<file path="src/rtl/st2mm_pkg.sv">
package st2mm_pkg;

    // Occupancy of the optional output register stage
    typedef enum logic [0:0] {
        STG_EMPTY = 1'b0,
        STG_HOLD  = 1'b1
    } stg_state_e;

    // Width of the packed write word: payload, two packet markers, empty, error, channel
    function automatic int word_width(input int data_w, input int empty_w,
                                      input int err_w, input int chan_w);
        return data_w + 2 + empty_w + err_w + chan_w;
    endfunction

endpackage

</file>
<file path="src/rtl/st2mm_pack.sv">
module st2mm_pack #(
    parameter int DATA_W  = 32,
    parameter int EMPTY_W = 2,
    parameter int ERR_W   = 2,
    parameter int CHAN_W  = 4,
    parameter int ADDR_W  = 8,
    localparam int WD_W   = st2mm_pkg::word_width(DATA_W, EMPTY_W, ERR_W, CHAN_W)
) (
    input  logic [DATA_W-1:0]  data,
    input  logic               sop,
    input  logic               eop,
    input  logic [EMPTY_W-1:0] empty,
    input  logic [ERR_W-1:0]   error,
    input  logic [CHAN_W-1:0]  channel,
    output logic [WD_W-1:0]    word,
    output logic [ADDR_W-1:0]  addr
);
    // Field positions inside the write word, lowest first
    localparam int SOP_POS = DATA_W;
    localparam int EOP_POS = DATA_W + 1;
    localparam int EMP_LO  = DATA_W + 2;
    localparam int ERR_LO  = EMP_LO + EMPTY_W;
    localparam int CH_LO   = ERR_LO + ERR_W;

    assign word[DATA_W-1:0]            = data;
    assign word[SOP_POS]               = sop;
    assign word[EOP_POS]               = eop;
    assign word[ERR_LO-1:EMP_LO]       = empty;
    assign word[CH_LO-1:ERR_LO]        = error;
    assign word[WD_W-1:CH_LO]          = channel;

    // The channel number is the word address; widen it when the bus is wider
    generate
        if (ADDR_W > CHAN_W) begin : g_addr_wide
            assign addr = {{(ADDR_W-CHAN_W){1'b0}}, channel};
        end else begin : g_addr_same
            assign addr = channel[ADDR_W-1:0];
        end
    endgenerate

endmodule

</file>
<file path="src/rtl/st2mm_stage.sv">
module st2mm_stage
    import st2mm_pkg::*;
#(
    parameter int BEAT_W  = 8,
    parameter bit REG_OUT = 1'b1
) (
    input  logic              clk,
    input  logic              rst_n,
    input  logic [BEAT_W-1:0] in_beat,
    input  logic              in_valid,
    output logic              in_ready,
    output logic [BEAT_W-1:0] out_beat,
    output logic              out_valid,
    input  logic              out_wait
);
    generate
        if (REG_OUT) begin : g_reg
            stg_state_e        state_q;
            stg_state_e        state_d;
            logic [BEAT_W-1:0] beat_q;
            logic              take;
            logic              drain;

            assign take  = in_valid && in_ready;
            assign drain = out_valid && !out_wait;

            // State register
            always_ff @(posedge clk or negedge rst_n) begin
                if (!rst_n) begin
                    state_q <= STG_EMPTY;
                end else begin
                    state_q <= state_d;
                end
            end

            // Transitions: load, reload, stall, drain
            always_comb begin
                state_d = state_q;
                unique case (state_q)
                    STG_EMPTY: begin
                        if (take) begin
                            state_d = STG_HOLD;
                        end
                    end
                    STG_HOLD: begin
                        if (!take && drain) begin
                            state_d = STG_EMPTY;
                        end
                    end
                    default: state_d = STG_EMPTY;
                endcase
            end

            // Outputs: an empty stage always takes, a full one only as it drains
            always_comb begin
                unique case (state_q)
                    STG_EMPTY: begin
                        out_valid = 1'b0;
                        in_ready  = 1'b1;
                    end
                    STG_HOLD: begin
                        out_valid = 1'b1;
                        in_ready  = !out_wait;
                    end
                    default: begin
                        out_valid = 1'b0;
                        in_ready  = 1'b0;
                    end
                endcase
            end

            // Beat storage
            always_ff @(posedge clk or negedge rst_n) begin
                if (!rst_n) begin
                    beat_q <= '0;
                end else if (take) begin
                    beat_q <= in_beat;
                end
            end

            assign out_beat = beat_q;
        end else begin : g_thru
            assign out_valid = in_valid;
            assign in_ready  = !out_wait;
            assign out_beat  = in_beat;
        end
    endgenerate

endmodule

</file>
<file path="src/rtl/st2mm_wr_bridge.sv">
module st2mm_wr_bridge #(
    parameter int DATA_W  = 32,
    parameter int EMPTY_W = 2,
    parameter int ERR_W   = 2,
    parameter int CHAN_W  = 4,
    parameter int ADDR_W  = 8,
    parameter bit REG_OUT = 1'b1
) (
    input  logic                                    clk,
    input  logic                                    rst_n,
    input  logic                                    snk_valid,
    output logic                                    snk_ready,
    input  logic [DATA_W-1:0]                       snk_data,
    input  logic                                    snk_sop,
    input  logic                                    snk_eop,
    input  logic [EMPTY_W-1:0]                      snk_empty,
    input  logic [ERR_W-1:0]                        snk_error,
    input  logic [CHAN_W-1:0]                       snk_channel,
    output logic                                    mst_write,
    output logic [ADDR_W-1:0]                       mst_address,
    output logic [DATA_W+2+EMPTY_W+ERR_W+CHAN_W-1:0] mst_writedata,
    input  logic                                    mst_waitrequest
);
    localparam int WD_W   = st2mm_pkg::word_width(DATA_W, EMPTY_W, ERR_W, CHAN_W);
    localparam int BEAT_W = ADDR_W + WD_W;

    logic [WD_W-1:0]   packed_word;
    logic [ADDR_W-1:0] packed_addr;
    logic [BEAT_W-1:0] stage_out;

    st2mm_pack #(
        .DATA_W (DATA_W),
        .EMPTY_W(EMPTY_W),
        .ERR_W  (ERR_W),
        .CHAN_W (CHAN_W),
        .ADDR_W (ADDR_W)
    ) u_pack (
        .data   (snk_data),
        .sop    (snk_sop),
        .eop    (snk_eop),
        .empty  (snk_empty),
        .error  (snk_error),
        .channel(snk_channel),
        .word   (packed_word),
        .addr   (packed_addr)
    );

    st2mm_stage #(
        .BEAT_W (BEAT_W),
        .REG_OUT(REG_OUT)
    ) u_stage (
        .clk      (clk),
        .rst_n    (rst_n),
        .in_beat  ({packed_addr, packed_word}),
        .in_valid (snk_valid),
        .in_ready (snk_ready),
        .out_beat (stage_out),
        .out_valid(mst_write),
        .out_wait (mst_waitrequest)
    );

    assign mst_address   = stage_out[BEAT_W-1:WD_W];
    assign mst_writedata = stage_out[WD_W-1:0];

endmodule

</file>
<file path="config.mk">
export PLATFORM = sky130hd
export DESIGN_NAME = st2mm_wr_bridge
export DESIGN_NICKNAME = d
export VERILOG_FILES = /design/src/rtl/st2mm_pkg.sv /design/src/rtl/st2mm_pack.sv /design/src/rtl/st2mm_stage.sv /design/src/rtl/st2mm_wr_bridge.sv
export SDC_FILE = /design/constraint.sdc
export NUM_CORES = 1
export LEC_CHECK = 0
export BUFFER_PORTS_ARGS = -buffer_cell sky130_fd_sc_hd__buf_4
export CORE_MARGIN = 4
export CORE_UTILIZATION = 43
export DETAILED_ROUTE_END_ITERATION = 16
export HOLD_SLACK_MARGIN = 0.12
export PLACE_DENSITY = 0.82
export SYNTH_ARGS = -nofsm -noshare
export SYNTH_HDL_FRONTEND = slang
export SYNTH_HIERARCHICAL = 1
export SYNTH_SLANG_ARGS = --single-unit
</file>
<file path="constraint.sdc">
create_clock -name clk -period 1.4 [get_ports clk]
set_input_delay 0.28 -clock clk [delete_from_list [all_inputs] [get_ports clk]]
set_output_delay 0.28 -clock clk [all_outputs]
set_load 0.1 [all_outputs]
</file>
After elaboration in Yosys (flattened, before gate mapping)
Cells that the tools add are included.
{"block": "classes", "bitwise": 1, "muxes": 5, "reduce_logical": 5}
{"operator": "one-hot mux 1 bit (2 select lines)", "n": 3}
{"operator": "logical AND 1 bit", "n": 3}
{"operator": "zero test 1 bit", "n": 2}
{"operator": "two-way mux 1 bit", "n": 2}
{"operator": "NOT 1 bit", "n": 1}
{"block": "word_totals", "in_bits": 46, "regBits": 47, "wordCells": 13}

Logic depth before layout (Yosys ltp)
Gate-level depths: netlist of run 1.
{"block": "logic_depth", "depth_word": 7, "mapped_depth": 3}

Modules after synthesis
Netlist of run 1, hierarchy kept.
{"mod": "st2mm_stage", "cells_each": 109, "area_per_inst_um2": 1916.8, "seq_area_each_um2": 1276.2, "instances": 1}
{"mod": "st2mm_pack", "cells_each": 51, "area_per_inst_um2": 379.1, "seq_area_each_um2": 0.0, "instances": 1}

Least setup slack after synthesis of run 1
OpenSTA, ideal clock, no wires.
{"block": "synth_path", "path_kind": "flip-flop to flip-flop", "start": "reg u_stage.g_reg.state_q", "end": "reg u_stage.g_reg.state_q", "stages_incl_launch_ff": 3, "synth_period_minus_slack_ns": 2.124, "slack_ns": -0.724, "arrival_ns": 2.034, "cell_sequence": "dfrtp_1 > nand2_1 > nand2b_1"}
{"block": "synth_via", "elab_chain_len": 7, "word_cells_on_any_way": 10, "classes_between": "mux: 5; bitwise: 1; reduce/logical: 4"}
{"element": "start: declaration", "line": "st2mm_stage.sv:18", "source": "stg_state_e state_q;"}
{"element": "start signal: assignment", "line": "st2mm_stage.sv:32", "source": "state_q <= state_d;"}
{"element": "NOT 1 bit", "line": "st2mm_stage.sv:56", "source": "unique case (state_q)"}
{"element": "one-hot mux 1 bit (2 select lines) *", "line": "st2mm_stage.sv:56"}
{"element": "net snk_ready", "line": "st2mm_wr_bridge.sv:12", "source": "output logic snk_ready,"}
{"element": "logical AND 1 bit *", "line": "st2mm_stage.sv:24", "source": "assign take = in_valid && in_ready;"}
{"element": "zero test 1 bit", "line": "st2mm_stage.sv:46", "source": "if (!take && drain) begin"}
{"element": "logical AND 1 bit", "line": "st2mm_stage.sv:46"}
{"element": "two-way mux 1 bit", "line": "st2mm_stage.sv:46"}
{"element": "one-hot mux 1 bit (2 select lines) *", "line": "st2mm_stage.sv:39", "source": "unique case (state_q)"}
{"element": "net u_stage.g_reg.state_d", "line": "st2mm_stage.sv:19", "source": "stg_state_e state_d;"}
Mark *: on every way through the listed nets, which the timed path passes. The rest lies on a longest branch.
A chain may end at the register's enable or synchronous reset.

Worst setup path in the final report of run 1
{"block": "layout_path", "start": "reg u_stage.g_reg.state_q", "end": "out snk_ready"}
{"block": "layout_via", "elab_chain_len": 2}
{"element": "NOT 1 bit", "line": "st2mm_stage.sv:56"}
{"element": "one-hot mux 1 bit (2 select lines) *", "line": "st2mm_stage.sv:56"}
{"element": "end: declaration", "line": "st2mm_wr_bridge.sv:12"}
Mark *: on every way between the ends. The rest lies on a longest branch, timed or not.

==> results of run 1 <==
## cell usage in the layout, fill, tap and decap left out
| cell type | synthesis | layout |
|---|---|---|
| sky130_fd_sc_hd__a21boi_4 | 1 | 1 |
| sky130_fd_sc_hd__mux2_2 | 46 | 17 |
| sky130_fd_sc_hd__nand2_4 | 0 | 1 |
| sky130_fd_sc_hd__buf_4 | 52 | 96 |
| sky130_fd_sc_hd__mux2_1 | 4 | 2 |
| sky130_fd_sc_hd__conb_1 | 1 | 4 |
| sky130_fd_sc_hd__mux2_4 | 0 | 31 |
| sky130_fd_sc_hd__clkbuf_1 | 0 | 2 |
| sky130_fd_sc_hd__buf_6 | 3 | 1 |
| sky130_fd_sc_hd__nand2b_1 | 1 | 1 |
| sky130_fd_sc_hd__dfrtp_1 | 51 | 50 |
| sky130_fd_sc_hd__clkbuf_8 | 0 | 5 |
| sky130_fd_sc_hd__buf_12 | 0 | 5 |
| sky130_fd_sc_hd__dfrtp_4 | 0 | 1 |
| sky130_fd_sc_hd__dlygate4sd3_1 | 0 | 1 |
## state kept, by name (all words and copies together), names as in the netlist
register / count
u_stage/out_beat: 50
u_stage/g_reg.state_q: 1
## stage by stage
step	setup slack (ns)	hold WS (ns)	instances	TNS, ns
6_report	-0.0436	0.190	288	-0.562
5_1_grt	-0.0984	0.186	288	-2.83
4_1_cts	-0.0596	0.176	288	-0.146
3_5_place_dp	-0.0180	0.205	280	-0.0548
3_3_place_gp	0.0262	0.212	280	0
2_1_floorplan	-0.0974	-0.0156	163	-4.78
## final cells by class
cell class	instances	area, um2
Timing Repair Buffer	103	842
Multi-Input combinational cell	57	731
Clock buffer	7	76.3
Tap cell	70	87.6
Fill cell	438	2120
Sequential cell	51	1280
## kinds of logic after synthesis
group	Yosys count	share of synthesized area
AO/OA/AOI/OAI	1	0.00818
buffers and inverters	55	0.185
flip-flops	51	0.556
multiplexers	50	0.245
other	1	0.00163
AND/OR/NAND/NOR	2	0.00436
## cell usage after synthesis
cell type	count	area [um2]
sky130_fd_sc_hd__conb_1	1	3.75
sky130_fd_sc_hd__mux2_1	4	45.0
sky130_fd_sc_hd__nand2b_1	1	6.26
sky130_fd_sc_hd__nand2_1	1	3.75
sky130_fd_sc_hd__buf_6	3	33.8
sky130_fd_sc_hd__mux2_2	46	518
sky130_fd_sc_hd__a21boi_4	1	18.8
sky130_fd_sc_hd__buf_4	52	390
sky130_fd_sc_hd__dfrtp_1	51	1280
## final timing paths
path	start	endpoint	slack (ns)
worst max-delay path	u_stage/g_reg.state_q$_DFF_PN0_	snk_ready	-0.04
worst min-delay path	snk_valid	u_stage/g_reg.state_q$_DFF_PN0_	0.19
worst max register to register	u_stage/g_reg.state_q$_DFF_PN0_	u_stage/out_beat[23]$_DFFE_PN0P_	-0.04
worst min register to register	u_stage/out_beat[47]$_DFFE_PN0P_	u_stage/out_beat[47]$_DFFE_PN0P_	0.50
max in group asynchronous	rst_n	u_stage/out_beat[34]$_DFFE_PN0P_	0.54
min in group asynchronous	rst_n	u_stage/out_beat[19]$_DFFE_PN0P_	0.41
## routing by layer
metal | GRT usage | vias to the layer above | share of wire
li1 | - | 593 | -
met1 | 0.151 | 629 | 0.39
met2 | 0.200 | 59 | 0.51
met3 | 0.0543 | 5 | 0.090
met4 | 0.0405 | 0 | 0.011
met5 | 0 | - | 0
## where the power goes
group          switching [mW]  total [mW]  leakage (nW)  internal (mW)
clock network           0.432       0.777        0.0383          0.345
logic                    1.89        2.55         0.861          0.654
registers               0.120        1.81         0.595           1.69
total                    2.45        5.13          1.49           2.69
## what timing repair did
action / CTS / global route
pin swaps: 1 / 0
endpoints found under the setup margin: 39 / 52
setup buffers: 0 / 0
endpoints found under the hold margin: 24 / 0
hold buffers: 1 / 0
resized for setup: 8 / 37
## critical path, cell delays in order (launching register included)
cell                      delay (ns)
sky130_fd_sc_hd__dfrtp_4        0.50
sky130_fd_sc_hd__buf_6          0.13
sky130_fd_sc_hd__nand2_4        0.06
sky130_fd_sc_hd__buf_12         0.17
==> run summary, run 1 <==
The total number of placement rows was 26; the routability-driven placement congestion ratio was 0.649. At the later pin of the worst-skew pair, clock insertion delay measures 0.30 ns. The first detailed-routing pass ran for 3 iterations.

The worst hold path was traced through 2 stages. The tightest min-delay check is of the input port to flip-flop type. The run gives -0.0436 ns as the post-route worst setup slack. The average via count per standard cell is 4.47, and the total via count in the routed design is 1286. The post-place instance area is 2760 um2, and the maximum number of pins on one net before global-route repair is 28. The post-synthesis cell count was 160.

Setup repair after global routing could not meet its margin everywhere. CTS saw 51 sinks. The total congestion overflow after global routing is 0. The flow ran to the end, but the final reports show violations. The die span in x is 81.1 um.

After layout, the minimum clock period comes to 1.44 ns. In the routed design, unresolved DRC markers number 0. The tools report the sequential area share after synthesis as 0.556. A synthesized cell averages 14.3 um2. The fraction of the cycle the final worst path needs is 1.03. The growth of design area from synthesis to finish was 31.4%. In the final design database the tool counted 264 nets.

For the total wire length, the log shows 4190 um. The critical path is of the flip-flop to output port type. In this run the power density over the cells is 1700 nW/um2. The biggest fanout along the worst timing path works out to 2.

Once detail routing completed, the nets flagged for antenna violations numbered 0. The maximum number of buffers from clock root to sink was 2; the max-cap check violation count was 0. VDD sags by at most 0.000890 V. The worst clock skew came out at 0.00772 ns.

The tools report the synthesized area as 2300 um2. In the final routed layout, each cell accounts on average for 14.5 um. The tools report the initial antenna violation count as 0. The endpoint arrival time on the critical path is 1.16 ns, and the clock-pin slew on the worst setup and hold paths is 0.09 ns.

The starting utilization of the core area came out at 0.447. The tools report the iteration-0 DRC count of the detailed router as 25. The Yosys step of the flow raised 6 warnings. The tree is rooted in a sky130_fd_sc_hd__clkbuf_8. Power comes to 5.13 mW. The region available for standard cell placement spans 5140 um2. STA classifies the critical path startpoint as a flip-flop. The final reports fail on setup timing. 0 antenna diodes ended up in the layout. The first global-routing pass estimated 6100 um of wire. The required time of the critical path came out at 1.12 ns. The run gives 43 as the number of setup violations in the final report. The run gives 1268 as the number of global-route vias before repair.

For the count of different cell masters after synthesis, the log shows 9. The path depth of the worst reg2reg path is 3, and the total number of H-tree levels is 2. Once detailed placement completed, the half-perimeter wirelength came to 3070 um. The top achievable clock speed was 0.693 GHz; the fraction of layout instances using a drive strength above 1 was 0.725. Synthesis inferred 51 register bits. The die extent in y came out at 81.1 um.

The number of slew-limit violations in the final report is 0. The die covers 6570 um2. The number of CTS-inserted buffers is 5. TritonCTS built the clock tree. For the combined global-route utilization of all metal layers, the log shows 0.124.

98 I/O pins were placed. Summed over all cells, the static leakage comes to 1.49 nW. The run gives 0.587 as the final standard cell utilization of the core.

Kind of end point of the critical path: an output port. After routing the design area is 3020 um2. The final hold violation count was 0; the number of buffers added on ports was 97.
(Power assumes the default switching activity.)
==> run 2: changes to the inputs <==
==> constraint.sdc (replaced) <==
create_clock -name clk -period 1.4 [get_ports clk]
set_input_delay 0.14 -clock clk [delete_from_list [all_inputs] [get_ports clk]]
set_output_delay 0.14 -clock clk [all_outputs]
set_load 0.1 [all_outputs]
==> run summary, run 2 (synthesized netlist as in run 1, its figures left out) <==
The flow ran to the end, and the final reports show no timing, DRC or antenna violations. The path category of the worst min-delay check was input port to flip-flop (unchanged). For the routability-driven placement congestion ratio, the log shows 0.649 (unchanged).

The power per unit of standard cell area works out to 1550 nW/um2 (was 1700 nW/um2). The biggest fanout along the worst timing path was 17 (was 2); the post-route worst setup slack was 0.00387 ns (was -0.0436 ns). Startpoint of the worst hold path: mst_waitrequest (was snk_valid).

The clock period minus final worst setup slack came out at 1.40 ns (was 1.44 ns). The top achievable clock speed was 0.716 GHz (was 0.693 GHz). The number of setup buffers added after CTS was 0 (unchanged). The die span in x works out to 81.1 um (unchanged). For the wire length of the first global-routing pass, the log shows 7180 um (was 6100 um).

The run gives 5 (unchanged) as the number of CTS-inserted buffers. The kind of end point of the critical path is a flip-flop (was an output port). The logs give -0.0180 ns (unchanged) for the worst setup slack before clock tree synthesis and 1.57 ns (was 1.16 ns) for the endpoint arrival time on the critical path. The root buffer cell was sky130_fd_sc_hd__clkbuf_8 (unchanged). The core area is 5140 um2 (unchanged), and the fraction of the cycle the final worst path needs is 0.997 (was 1.03). The number of slew-limit violations in the final report was 0 (unchanged). Most frequent standard cell in the layout excluding fill and tap cells: sky130_fd_sc_hd__buf_4 (unchanged). The growth of design area from synthesis to finish was 43.8% (was 31.4%); the combined global-route utilization of all metal layers was 0.146 (was 0.124). The total via count in the routed design was 1441 (was 1286).

TritonCTS built the clock tree. The maximum number of buffers from clock root to sink came out at 2 (unchanged). The category of the worst setup path launch point is a flip-flop (unchanged). The tools report the number of inserted diodes as 0 (unchanged).

Setup repair after global routing could not meet its margin everywhere. The start of the worst register-to-register path was u_stage/g_reg.state_q$_DFF_PN0_ (unchanged). The worst-case hold slack is 0.115 ns (was 0.190 ns), and the net count reported at finish is 307 (was 264).

The logs give 6570 um2 (unchanged) for the die area and 0 (unchanged) for the remaining routing DRC violations. Commonest cells after routing, fill and taps aside: sky130_fd_sc_hd__buf_4 (97), sky130_fd_sc_hd__dfrtp_1 (50), sky130_fd_sc_hd__mux2_2 (46) (was sky130_fd_sc_hd__buf_4 (96), sky130_fd_sc_hd__dfrtp_1 (50), sky130_fd_sc_hd__mux2_4 (31)). The clock insertion delay at the later pin of the skew report came out at 0.29 ns (was 0.30 ns). The final routed wire length divided by cell count works out to 14.3 um (was 14.5 um). The total wire length is 4730 um (was 4190 um). The total power consumption of the routed design is 5.11 mW (was 5.13 mW), and the post-place instance area is 2760 um2 (unchanged).

The run gives 0.00600 ns (was 0.00772 ns) as the worst clock skew. The total number of placement rows is 26 (unchanged). The type of the setup path with the least slack is flip-flop to flip-flop (was flip-flop to output port).

The die extent in y was 81.1 um (unchanged); the number of ports placed on the die boundary was 98 (unchanged). The logs give 1.54 nW (was 1.49 nW) for the leakage power of the design and 15 (was 25) for the iteration-0 DRC count of the detailed router. The clock-pin slew on the worst setup and hold paths works out to 0.08 ns (was 0.09 ns). Average via count per standard cell: 4.35 (was 4.47). The logs give 51 (unchanged) for the count of clock tree sinks and 3070 um (unchanged) for the placed wire-length estimate after detailed placement.

The total number of H-tree levels came out at 2 (unchanged). The logs give 0 (unchanged) for the initial antenna violation count and 0.000884 V (was 0.000890 V) for the maximum VDD drop. The flip-flop count of the largest register after layout is 50 (unchanged), and the number of detailed-route iterations in the first pass is 3 (unchanged). The logs give 44 (was 1) for the number of hold-repair buffers added at the cts stage and 1.57 ns (was 1.12 ns) for the required time of the critical path.

The max-cap check violation count is 0 (unchanged). The tools report the launching instance or port of the critical path as u_stage/g_reg.state_q$_DFF_PN0_ (unchanged). The number of setup violations in the final report is 0 (was 43), and the total congestion overflow after global routing is 0 (unchanged). The logs give 0 (unchanged) for the final antenna-violating net count and 331 (was 288) for the filler-free cell count of the finished design.

The number of global-route vias before repair is 1526 (was 1268). Starting utilization of the core area: 0.447 (unchanged). The maximum number of pins on one net before global-route repair was 28 (unchanged); the final hold violation count was 0 (unchanged). For the post-route cell area, the log shows 3300 um2 (was 3020 um2). The fraction of layout instances using a drive strength above 1 came out at 0.598 (was 0.725).

The tools report the count of placed standard cells including taps as 280 (unchanged). The number of buffers added on ports came out at 97 (unchanged).
[run 2: critical path: stages, from the launching register on]
cell,delay (ns)
sky130_fd_sc_hd__dfrtp_4,0.49
sky130_fd_sc_hd__a21boi_4,0.19
sky130_fd_sc_hd__buf_6,0.22
sky130_fd_sc_hd__mux2_2,0.37
[run 2: final cells by class]
class | instances | area, um2
Multi-Input combinational cell | 57 | 614
Timing Repair Buffer | 146 | 1240
Tap cell | 70 | 87.6
Fill cell | 410 | 1840
Clock buffer | 7 | 76.3
Sequential cell | 51 | 1280
[run 2: worst paths after layout]
check	end	slack (ns)	depth (start not counted)
setup / recovery	u_stage/out_beat[34]$_DFFE_PN0P_	0.004	3
min in group asynchronous	u_stage/out_beat[19]$_DFFE_PN0P_	0.30	2
hold reg to reg	u_stage/out_beat[47]$_DFFE_PN0P_	0.50	1
hold / removal	u_stage/g_reg.state_q$_DFF_PN0_	0.11	3
max in group asynchronous	u_stage/out_beat[34]$_DFFE_PN0P_	0.65	3
setup reg to reg	u_stage/out_beat[34]$_DFFE_PN0P_	0.004	3
[run 2: per-stage QoR]
step	util	setup TNS [ns]
after global routing	0.642	-0.824
final	0.642	0
after detailed placement	0.536	-0.0548
after global placement	0.536	0
after CTS	0.637	-0.415
after floorplan	-	-4.78
[run 2: where the power goes]
part | internal (mW) | switching, mW | leakage, nW
combinational | 0.640 | 1.90 | 0.910
sequential | 1.69 | 0.116 | 0.595
clock | 0.345 | 0.423 | 0.0383
total | 2.67 | 2.44 | 1.54
[run 2: timing repair]
| item | in CTS | in global routing |
|---|---|---|
| endpoints found under the setup margin | 38 | 51 |
| hold endpoints to repair | 98 | 1 |
| resized for setup | 1 | 6 |
| pin swaps | 0 | 0 |
| cloned | 0 | 0 |
[run 2: per-layer routing]
metal,wire [um],track usage,vias to the layer above
met4,44,0.0405,0
met1,1770,0.160,697
met3,351,0.0576,5
met5,0,0,-
li1,-,-,681
met2,2560,0.260,58
==> run 3: changes to the inputs <==
--- a/config.mk
+++ b/config.mk
@@ -11,6 +11,7 @@
 export DETAILED_ROUTE_END_ITERATION = 16
 export HOLD_SLACK_MARGIN = 0.12
 export PLACE_DENSITY = 0.82
+export RECOVER_POWER = 50
 export SYNTH_ARGS = -nofsm -noshare
 export SYNTH_HDL_FRONTEND = slang
 export SYNTH_HIERARCHICAL = 1
==> run summary, run 3 (synthesized netlist as in run 1, its figures left out) <==
The run gives 51 (unchanged) as the count of clock tree sinks. The number of detailed-route iterations in the first pass is 3 (unchanged). Routability-driven placement congestion ratio: 0.649 (unchanged). The fraction of the cycle the final worst path needs is 0.997 (about the same). The kind of end point of the critical path is a flip-flop (unchanged). The tools report the total congestion overflow after global routing as 0 (unchanged).

The tools report the wire length of the first global-routing pass as 7180 um (unchanged). The type of the setup path with the least slack was flip-flop to flip-flop (unchanged). The flip-flop count of the largest register after layout came out at 50 (unchanged).

Final routed wire length divided by cell count: 14.3 um (about the same). The run gives 3070 um (unchanged) as the placed wire-length estimate after detailed placement. The combined global-route utilization of all metal layers was 0.146 (unchanged). The number of setup violations in the final report was 0 (unchanged); the die extent in y was 81.1 um (unchanged).

The logs give 0.717 GHz (was 0.716 GHz) for the top achievable clock speed and 0.00601 ns (was 0.00600 ns) for the worst clock skew. Max-cap check violation count: 0 (unchanged). Worst setup slack for register-to-register paths: 0.004 ns (about the same).

Count of placed standard cells including taps: 280 (unchanged). The number of buffers added on ports works out to 97 (unchanged). For the worst setup slack before clock tree synthesis, the log shows -0.0180 ns (unchanged).

The category of the worst setup path launch point was a flip-flop (unchanged). The fraction of layout instances using a drive strength above 1 was 0.598 (unchanged). The logs give 98 (unchanged) for the number of ports placed on the die boundary and 0 ns (unchanged) for the final setup TNS. Clock-pin slew on the worst setup and hold paths: 0.08 ns (about the same). The run finished with clean final reports.

The tools report the iteration-0 DRC count of the detailed router as 23 (was 15). For the number of slew-limit violations in the final report, the log shows 0 (unchanged). The number of setup buffers added after CTS was 0 (unchanged); the filler-free cell count of the finished design was 331 (unchanged). Average via count per standard cell: 4.35 (unchanged).

Maximum number of pins on one net before global-route repair: 28 (unchanged). TritonCTS built the clock tree. Total number of placement rows: 26 (unchanged).

The number of inserted diodes is 0 (unchanged), and the biggest fanout along the worst timing path is 17 (unchanged). The power per unit of standard cell area came out at 1550 nW/um2 (about the same). The tools report the root buffer cell as sky130_fd_sc_hd__clkbuf_8 (unchanged). For the pin with the worst max-slew slack, the measured transition is 0.617 ns.

Commonest cells after routing, fill and taps aside: sky130_fd_sc_hd__buf_4 (96), sky130_fd_sc_hd__dfrtp_1 (50), sky130_fd_sc_hd__mux2_2 (46) (was sky130_fd_sc_hd__buf_4 (97), sky130_fd_sc_hd__dfrtp_1 (50), sky130_fd_sc_hd__mux2_2 (46)). The starting utilization of the core area was 0.447 (unchanged). The total wire length is 4720 um (was 4730 um), and the maximum number of buffers from clock root to sink is 2 (unchanged). The relative slew slack is 0.589. The total power consumption of the routed design is 5.11 mW (about the same). The detailed route wirelength on metal3 came out at 351 um (unchanged). Path category of the worst min-delay check: input port to flip-flop (unchanged). The number of CTS-inserted buffers was 5 (unchanged); the growth of design area from synthesis to finish was 43.1% (was 43.8%).

The logs give 1.54 nW (about the same) for the leakage power of the design and 5140 um2 (unchanged) for the core area. The tools report the clock insertion delay at the later pin of the skew report as 0.29 ns (about the same). Setup repair after global routing could not meet its margin everywhere. The run gives 1.57 ns (about the same) as the endpoint arrival time on the critical path.

The total number of H-tree levels is 2 (unchanged), and the final antenna-violating net count is 0 (unchanged). The final hold violation count came out at 0 (unchanged). The logs give 1526 (unchanged) for the number of global-route vias before repair and 0 (unchanged) for the remaining routing DRC violations. The clock period minus final worst setup slack was 1.40 ns (about the same); the net count reported at finish was 307 (unchanged). The run gives 6570 um2 (unchanged) as the die area. Most frequent standard cell in the layout excluding fill and tap cells: sky130_fd_sc_hd__buf_4 (unchanged). For the total via count in the routed design, the log shows 1441 (unchanged). The initial antenna violation count was 0 (unchanged); the required time of the critical path was 1.57 ns (about the same). The number of hold-repair buffers added at the cts stage is 44 (unchanged), and the maximum VDD drop is 0.000883 V (was 0.000884 V). The die span in x is 81.1 um (unchanged). Detailed-routing wirelength on met1: 1780 um (was 1770 um). Highest metal layer with signal wires: met4 (unchanged).

The amount of wire on met2 after detailed routing is 2540 um (was 2560 um), and the post-route worst setup slack is 0.00441 ns (was 0.00387 ns).
## run 3: critical path, cell delays in order (launching register included)
cell,delay (ns)
sky130_fd_sc_hd__dfrtp_4,0.49
sky130_fd_sc_hd__a21boi_4,0.19
sky130_fd_sc_hd__buf_6,0.22
sky130_fd_sc_hd__mux2_2,0.37
## run 3: final cells by class
| cell class | count | area, um2 |
|---|---|---|
| Multi-Input combinational cell | 57 | 614 |
| Sequential cell | 51 | 1280 |
| Timing Repair Buffer | 146 | 1230 |
| Clock buffer | 7 | 76.3 |
| Tap cell | 70 | 87.6 |
| Fill cell | 413 | 1850 |
## run 3: power breakdown
group	internal [mW]	leakage [nW]	switching (mW)
Clock	0.345	0.0383	0.421
Sequential	1.69	0.595	0.116
Combinational	0.636	0.904	1.90
## run 3: through the flow
| stage | util | hold slack, ns | area, um2 |
|---|---|---|---|
| final | 0.639 | 0.115 | 3290 |
| after global routing | 0.639 | 0.108 | 3290 |
| after global placement | 0.536 | 0.0723 | 2760 |
| after detailed placement | 0.536 | 0.0654 | 2760 |
| after floorplan | - | -0.156 | 2320 |
| after CTS | 0.637 | 0.0858 | 3280 |
## run 3: final timing paths
| path | startpoint | end | depth (start not counted) |
|---|---|---|---|
| worst min-delay path | mst_waitrequest | u_stage/g_reg.state_q$_DFF_PN0_ | 3 |
| worst min register to register | u_stage/out_beat[47]$_DFFE_PN0P_ | u_stage/out_beat[47]$_DFFE_PN0P_ | 1 |
| max in group asynchronous | rst_n | u_stage/out_beat[34]$_DFFE_PN0P_ | 3 |
| min in group asynchronous | rst_n | u_stage/out_beat[19]$_DFFE_PN0P_ | 2 |
| worst max-delay path | u_stage/g_reg.state_q$_DFF_PN0_ | u_stage/out_beat[34]$_DFFE_PN0P_ | 3 |
| worst max register to register | u_stage/g_reg.state_q$_DFF_PN0_ | u_stage/out_beat[34]$_DFFE_PN0P_ | 3 |
## run 3: repair_timing
action | in CTS | in global routing
gates resized for setup | 1 | 6
endpoints found under the setup margin | 38 | 51
hold endpoints to repair | 98 | 1
## run 3: routing by layer
layer,vias to the layer above,global-route usage
li1,681,-
met1,697,0.160
met3,5,0.0576
met4,0,0.0405
met5,-,0
met2,58,0.260
